`config.mk`:
```
export PLATFORM = sky130hd
export DESIGN_NAME = lane_steer_sram
export DESIGN_NICKNAME = d
export VERILOG_FILES = /design/src/rtl/sram_ls_pkg.sv /design/src/rtl/sram_ls_decode.sv /design/src/rtl/sram_ls_bank.sv /design/src/rtl/sram_ls_steer.sv /design/src/rtl/lane_steer_sram.sv
export SDC_FILE = /design/constraint.sdc
export NUM_CORES = 1
export LEC_CHECK = 0
export ABC_AREA = 1
export BUFFER_PORTS_ARGS = -buffer_cell sky130_fd_sc_hd__buf_2
export CAP_MARGIN = 10
export CORE_MARGIN = 1.5
export CORE_UTILIZATION = 35
export DETAILED_ROUTE_END_ITERATION = 10
export SLEW_MARGIN = 10
export SYNTH_ARGS = -nofsm -noshare
export SYNTH_HDL_FRONTEND = slang
export SYNTH_SLANG_ARGS = --single-unit
```
`constraint.sdc`:
```
create_clock -name clk -period 2.3 [get_ports clk]
set_input_delay 0.115 -clock clk [delete_from_list [all_inputs] [get_ports clk]]
set_output_delay 0.115 -clock clk [all_outputs]
set_load 0.005 [all_outputs]
```
`src/rtl/sram_ls_pkg.sv`:
```
package sram_ls_pkg;

    localparam int LANE_W = 8;
    localparam int LANES  = 2;
    localparam int DATA_W = LANE_W * LANES;

    typedef enum logic [3:0] {
        OP_STANDBY,
        OP_OUT_DIS,
        OP_RD_LO,
        OP_RD_HI,
        OP_RD_WORD,
        OP_WR_LO,
        OP_WR_HI,
        OP_WR_WORD,
        OP_RD_BYTE,
        OP_WR_BYTE,
        OP_BAD
    } op_e;

    typedef struct packed {
        logic sel_n;
        logic sel;
        logic narrow_n;
        logic lo_n;
        logic hi_n;
        logic wr_n;
        logic oe_n;
        logic am1;
    } pins_t;

    typedef struct packed {
        op_e              op;
        logic [LANES-1:0] lane_we;
        logic             drv_lo;
        logic             drv_hi;
        logic             narrow;
        logic             hi_byte;
        logic             err;
    } ctl_t;

    function automatic op_e classify(pins_t p);
        op_e r;
        if (p.sel_n || !p.sel) begin
            r = OP_STANDBY;
        end else if (!p.narrow_n) begin
            if (p.lo_n || p.hi_n)  r = OP_BAD;
            else if (!p.wr_n)      r = OP_WR_BYTE;
            else if (!p.oe_n)      r = OP_RD_BYTE;
            else                   r = OP_OUT_DIS;
        end else if (p.lo_n && p.hi_n) begin
            r = OP_STANDBY;
        end else if (!p.wr_n) begin
            if (p.hi_n)            r = OP_WR_LO;
            else if (p.lo_n)       r = OP_WR_HI;
            else                   r = OP_WR_WORD;
        end else if (!p.oe_n) begin
            if (p.hi_n)            r = OP_RD_LO;
            else if (p.lo_n)       r = OP_RD_HI;
            else                   r = OP_RD_WORD;
        end else begin
            r = OP_OUT_DIS;
        end
        return r;
    endfunction

endpackage

```
`src/rtl/sram_ls_decode.sv`:
```
module sram_ls_decode
    import sram_ls_pkg::*;
(
    input  logic  clk,
    input  logic  rst,
    input  pins_t pins,
    output ctl_t  ctl
);

    op_e op;

    always_comb begin
        op          = classify(pins);
        ctl         = '0;
        ctl.op      = op;
        ctl.narrow  = !pins.narrow_n;
        ctl.hi_byte = pins.am1;
        case (op)
            OP_RD_LO:   ctl.drv_lo = 1'b1;
            OP_RD_HI:   ctl.drv_hi = 1'b1;
            OP_RD_WORD: begin
                ctl.drv_lo = 1'b1;
                ctl.drv_hi = 1'b1;
            end
            OP_RD_BYTE: ctl.drv_lo = 1'b1;
            OP_WR_LO:   ctl.lane_we = 2'b01;
            OP_WR_HI:   ctl.lane_we = 2'b10;
            OP_WR_WORD: ctl.lane_we = 2'b11;
            OP_WR_BYTE: ctl.lane_we = pins.am1 ? 2'b10 : 2'b01;
            OP_BAD:     ctl.err = 1'b1;
            default:    ;
        endcase
    end

    // a protocol error never lets a write or a drive through
    a_r8_err_blocks_access: assert property (@(posedge clk) disable iff (rst)
        ctl.err |-> (ctl.lane_we == '0) && !ctl.drv_lo && !ctl.drv_hi);

    // no operation both writes and drives
    a_r6_write_not_read: assert property (@(posedge clk) disable iff (rst)
        (ctl.lane_we != '0) |-> !ctl.drv_lo && !ctl.drv_hi);

    // a narrow write touches exactly one lane
    a_r7_narrow_one_lane: assert property (@(posedge clk) disable iff (rst)
        (ctl.narrow && (ctl.lane_we != '0)) |-> $countones(ctl.lane_we) == 1);

endmodule

```
`src/rtl/sram_ls_bank.sv`:
```
module sram_ls_bank
    import sram_ls_pkg::*;
#(
    parameter int ABITS = 5
) (
    input  logic              clk,
    input  logic              rst,
    input  logic [LANES-1:0]  we,
    input  logic [ABITS-1:0]  addr,
    input  logic [DATA_W-1:0] wdata,
    output logic [DATA_W-1:0] rdata
);

    localparam int DEPTH = 1 << ABITS;

    for (genvar g = 0; g < LANES; g++) begin : g_lane
        logic [LANE_W-1:0] mem [DEPTH];

        always_ff @(posedge clk) begin
            if (rst) begin
                for (int i = 0; i < DEPTH; i++) mem[i] <= '0;
            end else if (we[g]) begin
                mem[addr] <= wdata[g*LANE_W +: LANE_W];
            end
        end

        assign rdata[g*LANE_W +: LANE_W] = mem[addr];
    end

    // the cycle after reset every word reads back as zero
    a_r10_reset_zero: assert property (@(posedge clk) disable iff (rst)
        $past(rst) |-> rdata == '0);

endmodule

```
`src/rtl/sram_ls_steer.sv`:
```
module sram_ls_steer
    import sram_ls_pkg::*;
(
    input  logic              narrow,
    input  logic              hi_byte,
    input  logic [DATA_W-1:0] dq_i,
    input  logic [DATA_W-1:0] rword,
    output logic [DATA_W-1:0] wdata,
    output logic [DATA_W-1:0] dq_o
);

    always_comb begin
        if (narrow) begin
            wdata = {LANES{dq_i[LANE_W-1:0]}};
            dq_o  = '0;
            dq_o[LANE_W-1:0] = hi_byte ? rword[DATA_W-1 -: LANE_W]
                                       : rword[LANE_W-1:0];
        end else begin
            wdata = dq_i;
            dq_o  = rword;
        end
    end

endmodule

```
`src/rtl/lane_steer_sram.sv`:
```
module lane_steer_sram
    import sram_ls_pkg::*;
#(
    parameter int AW = 6
) (
    input  logic          clk,
    input  logic          rst,
    input  logic          sel_n,
    input  logic          sel,
    input  logic          narrow_n,
    input  logic          lane_lo_n,
    input  logic          lane_hi_n,
    input  logic          wr_n,
    input  logic          out_en_n,
    input  logic [AW-1:0] waddr,
    input  logic [15:0]   dq_i,
    output logic [15:0]   dq_o,
    output logic          dq_oe_lo,
    output logic          dq_oe_hi,
    output logic          proto_err
);

    localparam int BANKS = 2;
    localparam int BA    = AW - 1;

    pins_t             pins;
    ctl_t              ctl;
    logic [DATA_W-1:0] wdata;
    logic [DATA_W-1:0] rword;
    logic [DATA_W-1:0] bank_rd [BANKS];

    assign pins = '{sel_n: sel_n, sel: sel, narrow_n: narrow_n,
                    lo_n: lane_lo_n, hi_n: lane_hi_n, wr_n: wr_n,
                    oe_n: out_en_n, am1: dq_i[DATA_W-1]};

    sram_ls_decode i_decode (
        .clk  (clk),
        .rst  (rst),
        .pins (pins),
        .ctl  (ctl)
    );

    for (genvar b = 0; b < BANKS; b++) begin : g_bank
        logic [LANES-1:0] bwe;
        assign bwe = (waddr[AW-1] == b[0]) ? ctl.lane_we : '0;

        sram_ls_bank #(.ABITS(BA)) i_bank (
            .clk   (clk),
            .rst   (rst),
            .we    (bwe),
            .addr  (waddr[BA-1:0]),
            .wdata (wdata),
            .rdata (bank_rd[b])
        );
    end

    assign rword = bank_rd[waddr[AW-1]];

    sram_ls_steer i_steer (
        .narrow  (ctl.narrow),
        .hi_byte (ctl.hi_byte),
        .dq_i    (dq_i),
        .rword   (rword),
        .wdata   (wdata),
        .dq_o    (dq_o)
    );

    assign dq_oe_lo  = ctl.drv_lo;
    assign dq_oe_hi  = ctl.drv_hi;
    assign proto_err = ctl.err;

    // deselected means quiet pins and no error
    a_r1_standby_quiet: assert property (@(posedge clk) disable iff (rst)
        (sel_n || !sel) |-> !dq_oe_lo && !dq_oe_hi && !proto_err);

    // write enable wins over output enable
    a_r6_write_inputs: assert property (@(posedge clk) disable iff (rst)
        !wr_n |-> !dq_oe_lo && !dq_oe_hi);

    // output disable whatever the strobes
    a_r5_output_disable: assert property (@(posedge clk) disable iff (rst)
        (!sel_n && sel && wr_n && out_en_n) |-> !dq_oe_lo && !dq_oe_hi);

    // upper pins never driven in narrow mode
    a_r7_narrow_hi_quiet: assert property (@(posedge clk) disable iff (rst)
        !narrow_n |-> !dq_oe_hi);

    // error flag only on the bad-strobe operation, with nothing driven
    a_r8_err_quiet: assert property (@(posedge clk) disable iff (rst)
        proto_err |-> !dq_oe_lo && !dq_oe_hi && (ctl.op == OP_BAD) && !narrow_n);

    // lower lane alone is driven only for a low-strobe read
    a_r3_lo_only: assert property (@(posedge clk) disable iff (rst)
        (dq_oe_lo && !dq_oe_hi && narrow_n) |-> !lane_lo_n && lane_hi_n);

endmodule

```
==> impl_metrics.csv <==
group,metric,value,unit
final_layout,top_register,"g_bank.i_bank.g_lane.mem",
timing,fin_hold_ws,39.58,ps
worst_hold_path,min_path_cells,4,
logic_synthesis,synth.top_cell.area_share,0.6463,
pwr,switchingPower,11.06,mW
cts,cts.clk_slew.worst_paths,60,ps
die,core_area,135100,µm²
place,portBuffers,49,
critical_path,cp_max_fo,1,
grt,overflow,0,
logic_synthesis,syn-num-nets,5385,
cts,h-tree-depth,3,
timing,fmax,0.4331,GHz
timing,setup_slack,-8.782,ps
cts,clock_sinks,1024,
final_layout,nets,5576,
cts,root_buffer,"clkbuf_16",
grt,first_global_vias,36109,
final_layout,reg_top3,"g_bank.i_bank.g_lane.mem: 1024 flops",
pwr,power.density,775.5,nW/µm²
timing,hold_viol,0,
pwr,ir_drop,619.3,µV
logic_synthesis,synth_area_leaders,"edfxtp_1 65%, nand2_1 19%, nor2_1 9.5%",
critical_path,crit_chain,"nand2_1 > nand2_1 > nand2_1 > nand2_1 > nand2_1 > nand2_1 > nor2_2 > nand3_1 > nand3_2 > nand2_4 > buf_6",
pwr,p_sw_frac,0.2478,
final_layout,area_growth,20.96,%
timing,worst_pin_slew,942.4,ps
die,die_y,371.7,µm
route,first_iter_violations,4093,
timing,rsz0062_at_grt,"true",
worst_hold_path,min_from,"dq_i[6]",
logic_synthesis,synth-async-reset-ratio,0,
critical_path,slowest_delay,370,ps
logic_synthesis,synthCells,5354,
logic_synthesis,synth.avg_cell_area,8.886,µm²
pwr,p_int,33.57,mW
final_layout,multi_input_comb_area,16600,µm²
timing,maxSlewViolCount,0,
cts,post-cts-setup-buffers,0,
grt,antenna_found_initial,6,
critical_path,critPathSlowestCell,"edfxtp_1",
route,drc,0,
route,num_vias,37925,
final_layout,drive_gt1_frac,0.1480,
pwr,seqPwrFrac,0.486,
timing,tns,-17.75,ps
route,post_drt_wl_per_cell,20.32,µm
logic_synthesis,ys_seq_elements,1024,
die,start_util,0.3521,
worst_hold_path,hp-class,"in2reg",
critical_path,path_class,"reg2out",
cts,cts_buffers,110,
pwr,comb_power_share,0.098,
logic_synthesis,yosysMostFrequentCell,"nand2_1",
logic_synthesis,synth_common_cells,"2451 x nand2_1, 1201 x nor2_1, 1024 x edfxtp_1",
grt,grt_usage,0.2153,
status,status,"finished, violations left",
place,place_congestion,0.9214,
pwr,p_leak,24.35,nW
die,row_count,135,
route,drt_first_pass_iters,6,
final_layout,largest_reg_flops,1024,
worst_hold_path,worstHoldEndpoint,"g_bank[0].i_bank.g_lane[0].mem[0][6]",
route,via_per_inst,5.110,
grt,grt_max_degree,98,
logic_synthesis,synth_ff_type,"edfxtp_1",
final_layout,diodes,0,
timing,setup_violations,3,
cts,cts_tree,"yes",
die,boundaryPins,50,
logic_synthesis,yosysWarnings,0,
critical_path,crit_required,2180,ps
place,dp_hpwl,99270,µm
timing,slew_headroom,0.3694,
route,drt_wl_total,150800,µm
place,pre_cts_slack,-158.1,ps
logic_synthesis,synth_enable_flop_cells,1024,
cts,cts_buffer_depth,3,
die,die_w,371.7,µm
critical_path,cpMostUsedCell,"nand2_1",
grt,grt_pass1_wl,223800,µm
final_layout,fillCellCount,13031,
logic_synthesis,yosysUniqueCellTypes,20,
flow_run,drv_cap,0,
status,violations,"negative setup slack",
logic_synthesis,synthesis.area,47570,µm²
timing,layout_worst_path_cycle_share,1.004,
timing,min_period,2309,ps
die,dieArea,138100,µm²
logic_synthesis,ys_seq_area_frac,0.6463,
final_layout,seq_area,30750,µm²
critical_path,end_kind,"primary output",
route,drt.antenna.violating_nets,0,
critical_path,cp-start-kind,"register",
pwr,power.share.clock,0.416,
logic_synthesis,yosysTopAreaCell,"edfxtp_1",
critical_path,worstPathArrival,2190,ps
[stage by stage]
step	utilization	power [mW]	instance area [µm²]	std cells
2_1_floorplan	-	24.14	47570	5354
3_3_place_gp	0.3901	26.05	52720	7217
3_5_place_dp	0.3901	26.09	52720	7217
4_1_cts	0.4225	44.59	57090	7425
5_1_grt	0.4259	45.88	57550	7421
6_report	0.4259	44.63	57550	7421
[final cells by class]
type / instances / area share
clock buffer: 127 / 0.04894
multi-input combinational: 3959 / 0.2884
sequential: 1024 / 0.5344
inverter: 38 / 0.002848
timing repair buffer: 412 / 0.07079
tap: 1781 / 0.03872
clock inverter: 80 / 0.01592
[layout by cell type, fill, tap and decap left out, types with 9 or more instances in the layout]
cell type / synthesis / layout
clkinv_2: 0 / 24
nand2_2: 0 / 105
edfxtp_1: 1024 / 1024
nor2_2: 2 / 26
buf_4: 0 / 274
nand2_4: 0 / 14
nand4_1: 81 / 81
nor2_1: 1201 / 1149
inv_1: 24 / 16
nand3_4: 0 / 20
clkbuf_1: 284 / 17
bufinv_16: 0 / 19
inv_2: 14 / 16
buf_2: 36 / 37
o21ai_4: 0 / 9
clkbuf_16: 0 / 110
clkinv_1: 0 / 28
buf_6: 0 / 20
buf_12: 0 / 79
nand3_2: 1 / 22
nor2_4: 0 / 28
a21oi_1: 35 / 29
nand2_1: 2451 / 2330
nand3_1: 167 / 126
[critical path: cells and delay by family, from the launching register on]
family,cells,cell delay [ps]
AND/OR/NAND/NOR,10,1000
flip-flops,1,370
buffers and inverters,1,130
[power groups by stage]
stage	Combinational, mW	Clock [mW]	Sequential (mW)
global route	4.70	19.4	21.8
CTS	4.22	18.7	21.7
finish	4.39	18.6	21.7
global placement	4.01	0	22.0
floorplan	2.18	0	22.0
detailed placement	4.02	0	22.1
[metal layers]
layer  vias to the layer above  GRT usage  routed length [µm]  part of all wire
met3                       269    0.04630               14390             0.095
met4                         8    0.07294                5015             0.033
met2                      1671     0.3378               68710              0.46
li1                      17681          -                   -                 -
met1                     18296     0.2949               62610              0.42
met5                         -          0                  59           0.00039
[how the worst max path moves through the flow]
stage | depth (start not counted) | slack, ps | endpoint | startpoint
after global routing | 13 | -130 | dq_o[12] | g_bank[0].i_bank.g_lane[1].mem[15][4]
after CTS | 13 | -90 | dq_o[5] | g_bank[0].i_bank.g_lane[1].mem[13][5]
after detailed placement | 12 | -160 | dq_o[0] | waddr[3]
final | 11 | -9 | dq_o[5] | g_bank[0].i_bank.g_lane[0].mem[8][5]
after floorplan | 7 | 330 | g_bank[1].i_bank.g_lane[0].mem[1][0] | sel
after global placement | 13 | -190 | dq_o[0] | waddr[0]
[logic make-up (layout without fill, tap and decap cells)]
logic type	after synthesis	in the layout	synth area share
DFF	1024	1024	0.6463
buffers and inverters	371	657	0.03022
and+or+nand+nor	3911	3911	0.3182
xor gates and xnor gates	1	1	0.0001841
AOI/OAI and AO/OA	47	47	0.005050
[repair_timing]
item / 4_1_cts / 5_1_grt
setup endpoints to repair: 15 / 16
pin swaps: 51 / 78
hold endpoints to repair: 9 / 0
gates cloned: 0 / 0
gates resized for setup: 166 / 135
hold buffers: 1 / 0
Power figures use the tool's default switching activity.
